$ cat src/rtl/i2c_tgt_pkg.sv
// Shared types and helpers for the I2C target engine.
// Assumes 8-bit bus bytes and addresses of at most 10 bits.
package i2c_tgt_pkg;

    localparam int BYTE_W = 8;
    localparam int ADR_W  = 10;

    // Protocol phase of the byte engine
    typedef enum logic [2:0] {
        PH_IDLE,   // bus free or not yet seen a Start
        PH_ADR1,   // first address byte
        PH_ADR2,   // second byte of a 10-bit address
        PH_RX,     // addressed, master writes
        PH_TX,     // addressed, master reads
        PH_SKIP    // not addressed, wait for Start or Stop
    } phase_t;

    // Host register indices
    localparam logic [2:0] IX_DATA  = 3'd0;
    localparam logic [2:0] IX_STAT  = 3'd1;
    localparam logic [2:0] IX_ADRLO = 3'd2;
    localparam logic [2:0] IX_ADRHI = 3'd3;
    localparam logic [2:0] IX_MSKLO = 3'd4;
    localparam logic [2:0] IX_MSKHI = 3'd5;

    // Equality over the bits selected by m only
    function automatic logic masked_eq(input logic [ADR_W-1:0] a,
                                       input logic [ADR_W-1:0] b,
                                       input logic [ADR_W-1:0] m);
        return ((a ^ b) & m) == '0;
    endfunction

endpackage

$ cat src/rtl/i2c_line_sync.sv
// Synchronizes the bus clock and data lines and flags clock edges and
// Start/Stop conditions as single-cycle pulses.
// Assumes STAGES >= 2 and lines that idle high.
module i2c_line_sync #(
    parameter int STAGES = 2
) (
    input  logic clk,
    input  logic rst_n,
    input  logic scl_i,
    input  logic sda_i,
    output logic scl_lvl,
    output logic sda_lvl,
    output logic scl_rise,
    output logic scl_fall,
    output logic start_det,
    output logic stop_det
);

    logic scl_q, sda_q;

    genvar g;
    generate
        for (g = 0; g < STAGES; g++) begin : g_stage
            logic scl_f, sda_f;
            if (g == 0) begin : g_first
                // First synchronizer flop takes the raw lines
                always_ff @(posedge clk) begin
                    if (!rst_n) begin
                        scl_f <= 1'b1;
                        sda_f <= 1'b1;
                    end else begin
                        scl_f <= scl_i;
                        sda_f <= sda_i;
                    end
                end
            end else begin : g_next
                // Later flops extend the chain
                always_ff @(posedge clk) begin
                    if (!rst_n) begin
                        scl_f <= 1'b1;
                        sda_f <= 1'b1;
                    end else begin
                        scl_f <= g_stage[g-1].scl_f;
                        sda_f <= g_stage[g-1].sda_f;
                    end
                end
            end
        end
    endgenerate

    assign scl_lvl = g_stage[STAGES-1].scl_f;
    assign sda_lvl = g_stage[STAGES-1].sda_f;

    // Previous synchronized levels for edge detection
    always_ff @(posedge clk) begin
        if (!rst_n) begin
            scl_q <= 1'b1;
            sda_q <= 1'b1;
        end else begin
            scl_q <= scl_lvl;
            sda_q <= sda_lvl;
        end
    end

    assign scl_rise  = scl_lvl & ~scl_q;
    assign scl_fall  = ~scl_lvl & scl_q;
    assign start_det = scl_lvl & scl_q & ~sda_lvl & sda_q;
    assign stop_det  = scl_lvl & scl_q & sda_lvl & ~sda_q;

    // Edge and condition pulses never coincide
    p_events_exclusive_r1: assert property (@(posedge clk) disable iff (!rst_n)
        $onehot0({scl_rise, scl_fall, start_det, stop_det}));

endmodule

$ cat src/rtl/i2c_addr_match.sv
// Decides whether a completed address byte selects this target, and which
// phase follows. Pure combinational; evaluated when the 8th bit is in.
module i2c_addr_match
    import i2c_tgt_pkg::*;
(
    input  phase_t             phase,
    input  logic [BYTE_W-1:0]  rx_byte,
    input  logic [ADR_W-1:0]   own_adr,
    input  logic [ADR_W-1:0]   adr_mask,
    input  logic               ten_bit,
    input  logic               gc_en,
    input  logic               ten_done,
    output logic               hit,
    output phase_t             nxt
);

    logic lo7_ok, hi2_ok, lo8_ok, prefix_ok, gc_ok;

    assign lo7_ok    = masked_eq({3'b0, rx_byte[7:1]}, {3'b0, own_adr[6:0]},
                                 {3'b0, adr_mask[6:0]});
    assign hi2_ok    = masked_eq({rx_byte[2:1], 8'h00}, {own_adr[9:8], 8'h00},
                                 {adr_mask[9:8], 8'h00});
    assign lo8_ok    = masked_eq({2'b0, rx_byte}, {2'b0, own_adr[7:0]},
                                 {2'b0, adr_mask[7:0]});
    assign prefix_ok = (rx_byte[7:3] == 5'b11110);
    assign gc_ok     = gc_en && (rx_byte == 8'h00);

    // Phase decision for the byte just received
    always_comb begin
        hit = 1'b0;
        nxt = PH_SKIP;
        case (phase)
            PH_ADR1: begin
                if (gc_ok) begin
                    hit = 1'b1;
                    nxt = PH_RX;
                end else if (ten_bit) begin
                    if (prefix_ok && hi2_ok && !rx_byte[0]) begin
                        hit = 1'b1;
                        nxt = PH_ADR2;
                    end else if (prefix_ok && hi2_ok && ten_done) begin
                        hit = 1'b1;
                        nxt = PH_TX;
                    end
                end else if (lo7_ok) begin
                    hit = 1'b1;
                    nxt = rx_byte[0] ? PH_TX : PH_RX;
                end
            end
            PH_ADR2: begin
                if (lo8_ok) begin
                    hit = 1'b1;
                    nxt = PH_RX;
                end
            end
            default: begin
                hit = 1'b0;
                nxt = PH_SKIP;
            end
        endcase
    end

endmodule

$ cat src/rtl/i2c_mask_target.sv
// I2C target engine: byte/bit sequencing, acknowledge, double-buffered
// receive, write-through transmit and the host register port.
// Assumes the host loads transmit data while the bus clock is low after
// the address or previous byte, since the clock is never held.
module i2c_mask_target
    import i2c_tgt_pkg::*;
#(
    parameter int               SYNC_STAGES = 2,
    parameter logic [ADR_W-1:0] RST_ADDR    = 10'h07F,
    parameter logic [ADR_W-1:0] RST_MASK    = 10'h3FF
) (
    input  logic        clk,
    input  logic        rst_n,
    input  logic        scl_i,
    input  logic        sda_i,
    output logic        sda_oe,
    input  logic        host_we,
    input  logic        host_re,
    input  logic [2:0]  host_addr,
    input  logic [7:0]  host_wdata,
    output logic [7:0]  host_rdata,
    output logic        irq
);

    localparam int CNT_W = $clog2(BYTE_W + 1);
    localparam logic [CNT_W-1:0] LAST_BIT = CNT_W'(BYTE_W);

    logic scl_lvl, sda_lvl, scl_rise, scl_fall, start_det, stop_det;
    logic hit;
    phase_t nxt, phase;
    logic [CNT_W-1:0]  cnt;
    logic [BYTE_W-1:0] sr, rx_buf;
    logic [ADR_W-1:0]  own_adr, adr_mask;
    logic ten_bit, gc_en, ten_done;
    logic s_flag, p_flag, bf, ovf, irq_f;
    logic wr_data, rd_data, wr_stat, active;

    i2c_line_sync #(.STAGES(SYNC_STAGES)) u_sync (
        .clk(clk), .rst_n(rst_n), .scl_i(scl_i), .sda_i(sda_i),
        .scl_lvl(scl_lvl), .sda_lvl(sda_lvl), .scl_rise(scl_rise),
        .scl_fall(scl_fall), .start_det(start_det), .stop_det(stop_det)
    );

    i2c_addr_match u_match (
        .phase(phase), .rx_byte(sr), .own_adr(own_adr), .adr_mask(adr_mask),
        .ten_bit(ten_bit), .gc_en(gc_en), .ten_done(ten_done),
        .hit(hit), .nxt(nxt)
    );

    assign wr_data = host_we && (host_addr == IX_DATA);
    assign rd_data = host_re && (host_addr == IX_DATA);
    assign wr_stat = host_we && (host_addr == IX_STAT);
    assign active  = (phase != PH_IDLE) && (phase != PH_SKIP);
    assign irq     = irq_f;

    // Host configuration registers
    always_ff @(posedge clk) begin
        if (!rst_n) begin
            own_adr  <= RST_ADDR;
            adr_mask <= RST_MASK;
            ten_bit  <= 1'b0;
            gc_en    <= 1'b0;
        end else if (host_we) begin
            case (host_addr)
                IX_ADRLO: own_adr[7:0]  <= host_wdata;
                IX_ADRHI: begin
                    own_adr[9:8] <= host_wdata[1:0];
                    gc_en        <= host_wdata[6];
                    ten_bit      <= host_wdata[7];
                end
                IX_MSKLO: adr_mask[7:0] <= host_wdata;
                IX_MSKHI: adr_mask[9:8] <= host_wdata[1:0];
                default: ;
            endcase
        end
    end

    // Bus engine, buffers and flags; bus events override host side effects
    always_ff @(posedge clk) begin
        if (!rst_n) begin
            phase    <= PH_IDLE;
            cnt      <= '0;
            sr       <= '0;
            rx_buf   <= '0;
            sda_oe   <= 1'b0;
            s_flag   <= 1'b0;
            p_flag   <= 1'b0;
            bf       <= 1'b0;
            ovf      <= 1'b0;
            irq_f    <= 1'b0;
            ten_done <= 1'b0;
        end else begin
            if (wr_data) begin
                rx_buf <= host_wdata;
                sr     <= host_wdata;
            end
            if (rd_data) bf <= 1'b0;
            if (wr_stat && host_wdata[2]) irq_f <= 1'b0;
            if (wr_stat && host_wdata[3]) ovf   <= 1'b0;

            if (start_det) begin
                s_flag <= 1'b1;
                p_flag <= 1'b0;
                phase  <= PH_ADR1;
                cnt    <= '0;
                sda_oe <= 1'b0;
            end else if (stop_det) begin
                s_flag   <= 1'b0;
                p_flag   <= 1'b1;
                phase    <= PH_IDLE;
                cnt      <= '0;
                sda_oe   <= 1'b0;
                ten_done <= 1'b0;
            end else if (scl_rise && active) begin
                if (cnt < LAST_BIT) begin
                    sr  <= {sr[BYTE_W-2:0], sda_lvl};
                    cnt <= cnt + 1'b1;
                end else begin
                    cnt <= '0;
                    if (phase == PH_TX) begin
                        if (sda_lvl) phase <= PH_SKIP;
                        else         irq_f <= 1'b1;
                    end
                end
            end else if (scl_fall) begin
                if (!active) begin
                    sda_oe <= 1'b0;
                end else if (cnt == LAST_BIT) begin
                    case (phase)
                        PH_ADR1, PH_ADR2: begin
                            sda_oe <= hit;
                            phase  <= nxt;
                            if (hit && nxt != PH_ADR2) irq_f <= 1'b1;
                            if (hit && phase == PH_ADR2) ten_done <= 1'b1;
                        end
                        PH_RX: begin
                            if (bf) begin
                                ovf    <= 1'b1;
                                sda_oe <= 1'b0;
                            end else begin
                                rx_buf <= sr;
                                bf     <= 1'b1;
                                irq_f  <= 1'b1;
                                sda_oe <= 1'b1;
                            end
                        end
                        default: sda_oe <= 1'b0;
                    endcase
                end else begin
                    sda_oe <= (phase == PH_TX) ? ~sr[BYTE_W-1] : 1'b0;
                end
            end
        end
    end

    // Host read multiplexer
    always_comb begin
        case (host_addr)
            IX_DATA:  host_rdata = rx_buf;
            IX_STAT:  host_rdata = {1'b0, (phase == PH_RX) || (phase == PH_TX),
                                    phase == PH_TX, bf, ovf, irq_f, p_flag, s_flag};
            IX_ADRLO: host_rdata = own_adr[7:0];
            IX_ADRHI: host_rdata = {ten_bit, gc_en, 4'b0, own_adr[9:8]};
            IX_MSKLO: host_rdata = adr_mask[7:0];
            IX_MSKHI: host_rdata = {6'b0, adr_mask[9:8]};
            default:  host_rdata = 8'h00;
        endcase
    end

    // The line is only pulled low after a clock fall
    p_drive_on_low_r2: assert property (@(posedge clk) disable iff (!rst_n)
        $rose(sda_oe) |-> $past(!scl_lvl));

    // A full buffer is never overwritten by the bus
    p_no_overflow_r8: assert property (@(posedge clk) disable iff (!rst_n)
        (bf && !wr_data) |=> $stable(rx_buf));

    // An overflow is never acknowledged
    p_ovf_nack_r8: assert property (@(posedge clk) disable iff (!rst_n)
        $rose(ovf) |-> !sda_oe);

    // Start and Stop flags are mutually exclusive
    p_flags_excl_r1: assert property (@(posedge clk) disable iff (!rst_n)
        !(s_flag && p_flag));

    // Buffering a byte always raises the interrupt
    p_irq_with_buffer_r5: assert property (@(posedge clk) disable iff (!rst_n)
        $rose(bf) |-> irq_f);

endmodule

$ cat config.mk
export PLATFORM = sky130hd
export DESIGN_NAME = i2c_mask_target
export DESIGN_NICKNAME = d
export VERILOG_FILES = /design/src/rtl/i2c_tgt_pkg.sv /design/src/rtl/i2c_line_sync.sv /design/src/rtl/i2c_addr_match.sv /design/src/rtl/i2c_mask_target.sv
export SDC_FILE = /design/constraint.sdc
export NUM_CORES = 1
export LEC_CHECK = 0
export CAP_MARGIN = 30
export CORE_MARGIN = 4
export CORE_UTILIZATION = 45
export CTS_BUF_LIST = sky130_fd_sc_hd__clkbuf_8
export CTS_CLUSTER_DIAMETER = 40
export DETAILED_ROUTE_END_ITERATION = 10
export SYNTH_ARGS = -nofsm -noshare
export SYNTH_HDL_FRONTEND = slang
export SYNTH_SLANG_ARGS = --single-unit
$ cat constraint.sdc
create_clock -name clk -period 2.2 [get_ports clk]
set_clock_uncertainty 0.15 [all_clocks]
set_input_delay 0.44 -clock clk [delete_from_list [all_inputs] [get_ports clk]]
set_output_delay 0.44 -clock clk [all_outputs]
set_load 0.005 [all_outputs]
### Yosys cells after proc, flatten, opt, wreduce, memory -nomap -nowiden

Cells that the tools add are included.

* register bits after elaboration: 58
* input bits: 17
* logic and storage cells: 199
* output and inout bits: 10

* reduce and logical (&&, ||, !) cells: 46
* muxes and demuxes: 86
* order comparisons: 1
* equal/unequal tests: 20
* $add $sub $neg: 1
* bitwise operators: 21

Operators with widths (number)
* 8-bit two-way mux: 14
* 1-bit two-way mux: 52
* 8-bit case mux with 6 select lines: 1
* 3-bit two-way mux: 14
* 10-bit zero test: 3
* 7-bit AND reduction: 3
* 2-bit nonzero test: 10
* 4-bit nonzero test: 4
* 1-bit logical AND: 13
* 3-bit by 2-bit == test with 1-bit output, second input constant: 4
* 10-bit AND: 1
* 10-bit by 7-bit AND with 10-bit output: 1
* 10-bit by 8-bit AND with 10-bit output: 1
* 2-bit AND reduction: 5
* 10-bit XOR: 1
* 3-bit == test, second input constant: 3
* 8-bit zero test: 1
* 4-bit by 3-bit != test with 1-bit output, second input constant: 2
* 1-bit inverter: 8
* 8-bit XOR: 1
* 1-bit AND: 7
* 7-bit XOR: 1
* 3-bit by 1-bit == test with 1-bit output, second input constant: 2
* 1-bit case mux with 2 select lines: 3
* 17 further kinds: 20

### Longest topological paths before layout

* word-level depth: 20
* gate-level depth with buffers: 8
* depth with buffers taken out: 8

### Cells and area by module

From an unflattened synthesis, not the netlist that was laid out.

* cells, all modules: 404
* area, all modules: 3294.4 µm²

Modules (own cells, without submodules)
* i2c_mask_target: cells an instance 337, sequential area each 1041.0 µm², area an instance 2753.9 µm², instances 1
* i2c_addr_match: cells an instance 51, sequential area each 0.0 µm², area an instance 350.3 µm², instances 1
* i2c_line_sync: cells an instance 16, sequential area each 120.1 µm², area an instance 190.2 µm², instances 1

### Worst setup path after synthesis

Ideal clock, no wire load.

* path kind: input to output
* from: input port host_addr[1]
* to: output port host_rdata[4]
* stages on the path: 6
* arrival: 1389 ps
* setup slack: 221 ps
* buffers on the path: 2
* required time: 1610 ps
* cells stage by stage: buf_2 > buf_1 > mux2i_1 > nor2_1 > a21oi_1 > o21ai_0

* cells in the longest elaborated chain, start to end: 2
* elaborated cells on any way between the ends: 7
* classes of those cells: eq/ne (5); mux (1); reduce/logical (1)

RTL lines
* start: declaration: RTL line i2c_mask_target.sv:19 `input logic [2:0] host_addr,`
* 3-bit == test (tied with other cells): RTL line i2c_mask_target.sv:158 `case (host_addr)`
* 8-bit case mux with 6 select lines *: RTL line i2c_mask_target.sv:158
* end: declaration: RTL line i2c_mask_target.sv:21 `output logic [7:0] host_rdata,`

Mark *: on every way between the ends. The rest lies on a longest branch, timed or not.

### Final worst setup path

* from: input port host_addr[1]
* to: output port host_rdata[3]

Same word-level chain as after synthesis.

==> flow_metrics.tcl <==
set metrics [dict create \
    cp_max_fo 8 \
    tightest_slew_ns 0.579 \
    pre_cts_slack_ns -0.742 \
    hold_violations 0 \
    core-area_sq_mm 0.00683 \
    routedWlPerCell_um 17.3 \
    fin_util_pct 59.1 \
    vdd_drop_max_uv 306 \
    synthArstFlopShare_pct 0 \
    vias_per_cell 5.54 \
    die_height_um 92.2 \
    dpl.cell_count 527 \
    ant_nets 0 \
    io_buffers 26 \
    status "complete, no violations" \
    synth_warnings 0 \
    rsz0062_at_grt "false" \
    cts_buffer_depth 2 \
    setup_viol 0 \
    mostFrequentLayoutCells "nand2_1, dfxtp_1, buf_4, a21oi_1, nand3_1" \
    track_usage_pct 23.7 \
    yosys_most_used_dff "dfxtp_1" \
    timing.hold.ws_ns 0.256 \
    fin_crit_sh_pct 97.4 \
    clk-insertion-delay-late_ns 0.34 \
    antenna_cells 0 \
    relSlewSlack_pct 61.3 \
    layout-drive-gt1-share_pct 19.6 \
    start_util_pct 46.7 \
    power_mw 2.44 \
    final_common_cell "nand2_1" \
    slew_violations 0 \
    setup_tns_ns 0 \
    cp-startpoint "host_addr[1]" \
    antenna_found_initial 0 \
    syn_nets 415 \
    max-cap-violations 0 \
    avgSynthCellArea_sq_um 8.05 \
    yosysUniqueCellTypes 58 \
    hp-class "reg2reg" \
    grt_pass1_vias 2978 \
    seqCellArea_sq_mm 0.00117 \
    multiInputGateArea_sq_mm 0.00191 \
    stdcell_count 546 \
    r2r_start "sr[3]" \
    root_buffer "clkbuf_8" \
    path_clk_slew_ns 0.07 \
    syn_inst 396 \
    fill_cells 674 \
    ys_seq_area_share_pct 36.4 \
    nNetsFinal 464 \
    setup_ws_ns 0.0578 \
    cts_made_buffers 9 \
    crit_arrival_ns 1.55 \
    overflow 0 \
    tritoncts "built" \
    ios 27 \
    wirelength_mm 9.45 \
    grt_max_degree 42 \
    worstHoldStart "u_sync.g_stage[0].scl_f" \
    place.gp.congestion 0.924 \
    power_density_mw_per_mm2 604 \
    fin_crit_ns 2.14 \
    placed_area_sq_mm 0.00375 \
    worstSetupPathType "in2out" \
    fmax_mhz 467 \
    dp_hpwl_mm 6.98 \
    vias 3023 \
    p_leak_nw 1.92 \
    fin_area_sq_mm 0.00404 \
    start_kind "input pin" \
    cts_sinks 58 \
    die_width_um 92.2 \
    synth_edf_count 0 \
    drc 0 \
    dieArea_sq_mm 0.00850 \
    rows 30 \
    synthesis.area_sq_mm 0.00319 \
    areaGrowthSynthToFinish_pct 26.6 \
    ys_ff_latch 58 \
    grt_pass1_wl_mm 15.5 \
    drtIter0Drc 177 \
    cp.required_ns 1.61 \
    critPathCaptureType "primary output" \
    first_pass_iters 5 \
    htreeDepth 3 \
]
final cells by class:
class                      count  area share [%]
clock buffer                  11            3.75
clock inverter                 5            1.33
tap                           96            2.98
multi-input combinational    303            47.4
sequential                    58            29.0
timing repair buffer          68            15.0
inverter                       5           0.465
path summary, 6_finish.rpt:
kind	end	slack [ns]	cells after the start
min	u_sync.scl_lvl	0.26	1
max	host_rdata[3]	0.06	7
min reg2reg	u_sync.scl_lvl	0.26	1
max reg2reg	phase[2]	0.16	5
report_power, final:
part / internal (mW) / total (mW) / switching, mW / leakage (nW)
clock: 0.578 / 1.02 / 0.446 / 0.103
sequential: 1.08 / 1.11 / 0.0341 / 0.475
combinational: 0.154 / 0.300 / 0.146 / 1.34
total: 1.81 / 2.44 / 0.626 / 1.92
synth_stat cells (2+ instances only):
library cell  count  share of area, %
nand2_1          70               8.2
dfxtp_1          58                36
a21oi_1          31               4.9
nand3_1          23               3.6
nor2_1           21               2.5
clkbuf_1         18               2.1
xor2_1           18               4.9
o211a_1          17               5.3
o21ai_0          16               2.5
mux2i_1          15               4.7
and3_1            9               1.8
nand2b_1          8               1.6
nor2b_1           8               1.6
nand3b_1          6               1.4
a21boi_0          5               1.2
a31oi_1           5              0.98
buf_2             5              0.78
inv_1             5              0.59
nand4_1           4              0.78
a22oi_1           3              0.71
and2_1            3              0.59
buf_1             3              0.35
nor3b_1           3              0.71
o21ai_1           3              0.47
and2b_1           2              0.47
buf_6             2              0.71
ha_1              2              0.78
nand4b_1          2              0.55
nor3_1            2              0.31
cells by family (layout without fill, tap and decap cells):
group / Yosys count / count (layout) / share of synthesized area, %
adders and majority gates: 2 / 2 / 0.785
DFF: 58 / 58 / 36.4
buffers and inverters: 35 / 89 / 4.94
and+or+nand+nor: 171 / 171 / 26.6
muxes: 17 / 17 / 5.77
xor gates and xnor gates: 19 / 19 / 5.22
AOI/OAI and AO/OA: 94 / 94 / 20.3
critical path: stages:
cell and delay [ns]:
buf_2 0.13, bufbuf_16 0.28, nor2b_4 0.12, buf_4 0.15, a21oi_1 0.07, o21ai_1 0.13
clkdlybuf4s15_1 0.23
state kept, by name, indices dropped and copies added, names as in the netlist, 3 cells and up:
register,count
adr_mask,10
phase,3
rx_buf,8
sr,8
cnt,4
own_adr,10
metal layers:
metal	vias up	GRT usage (%)	share of wire [%]
met5	-	0	0
met4	0	9.78	2.0
met3	14	3.69	3.2
met2	62	40.6	50
met1	1454	29.5	45
li1	1493	-	-
timing repair:
action | 4_1_cts | 5_1_grt
setup buffers | 3 | 0
cloned | 1 | 0
gates resized for setup | 58 | 4
pin swaps | 5 | 1
setup endpoints to repair | 8 | 3
hold buffers | 0 | 0
(Power assumes the default switching activity.)
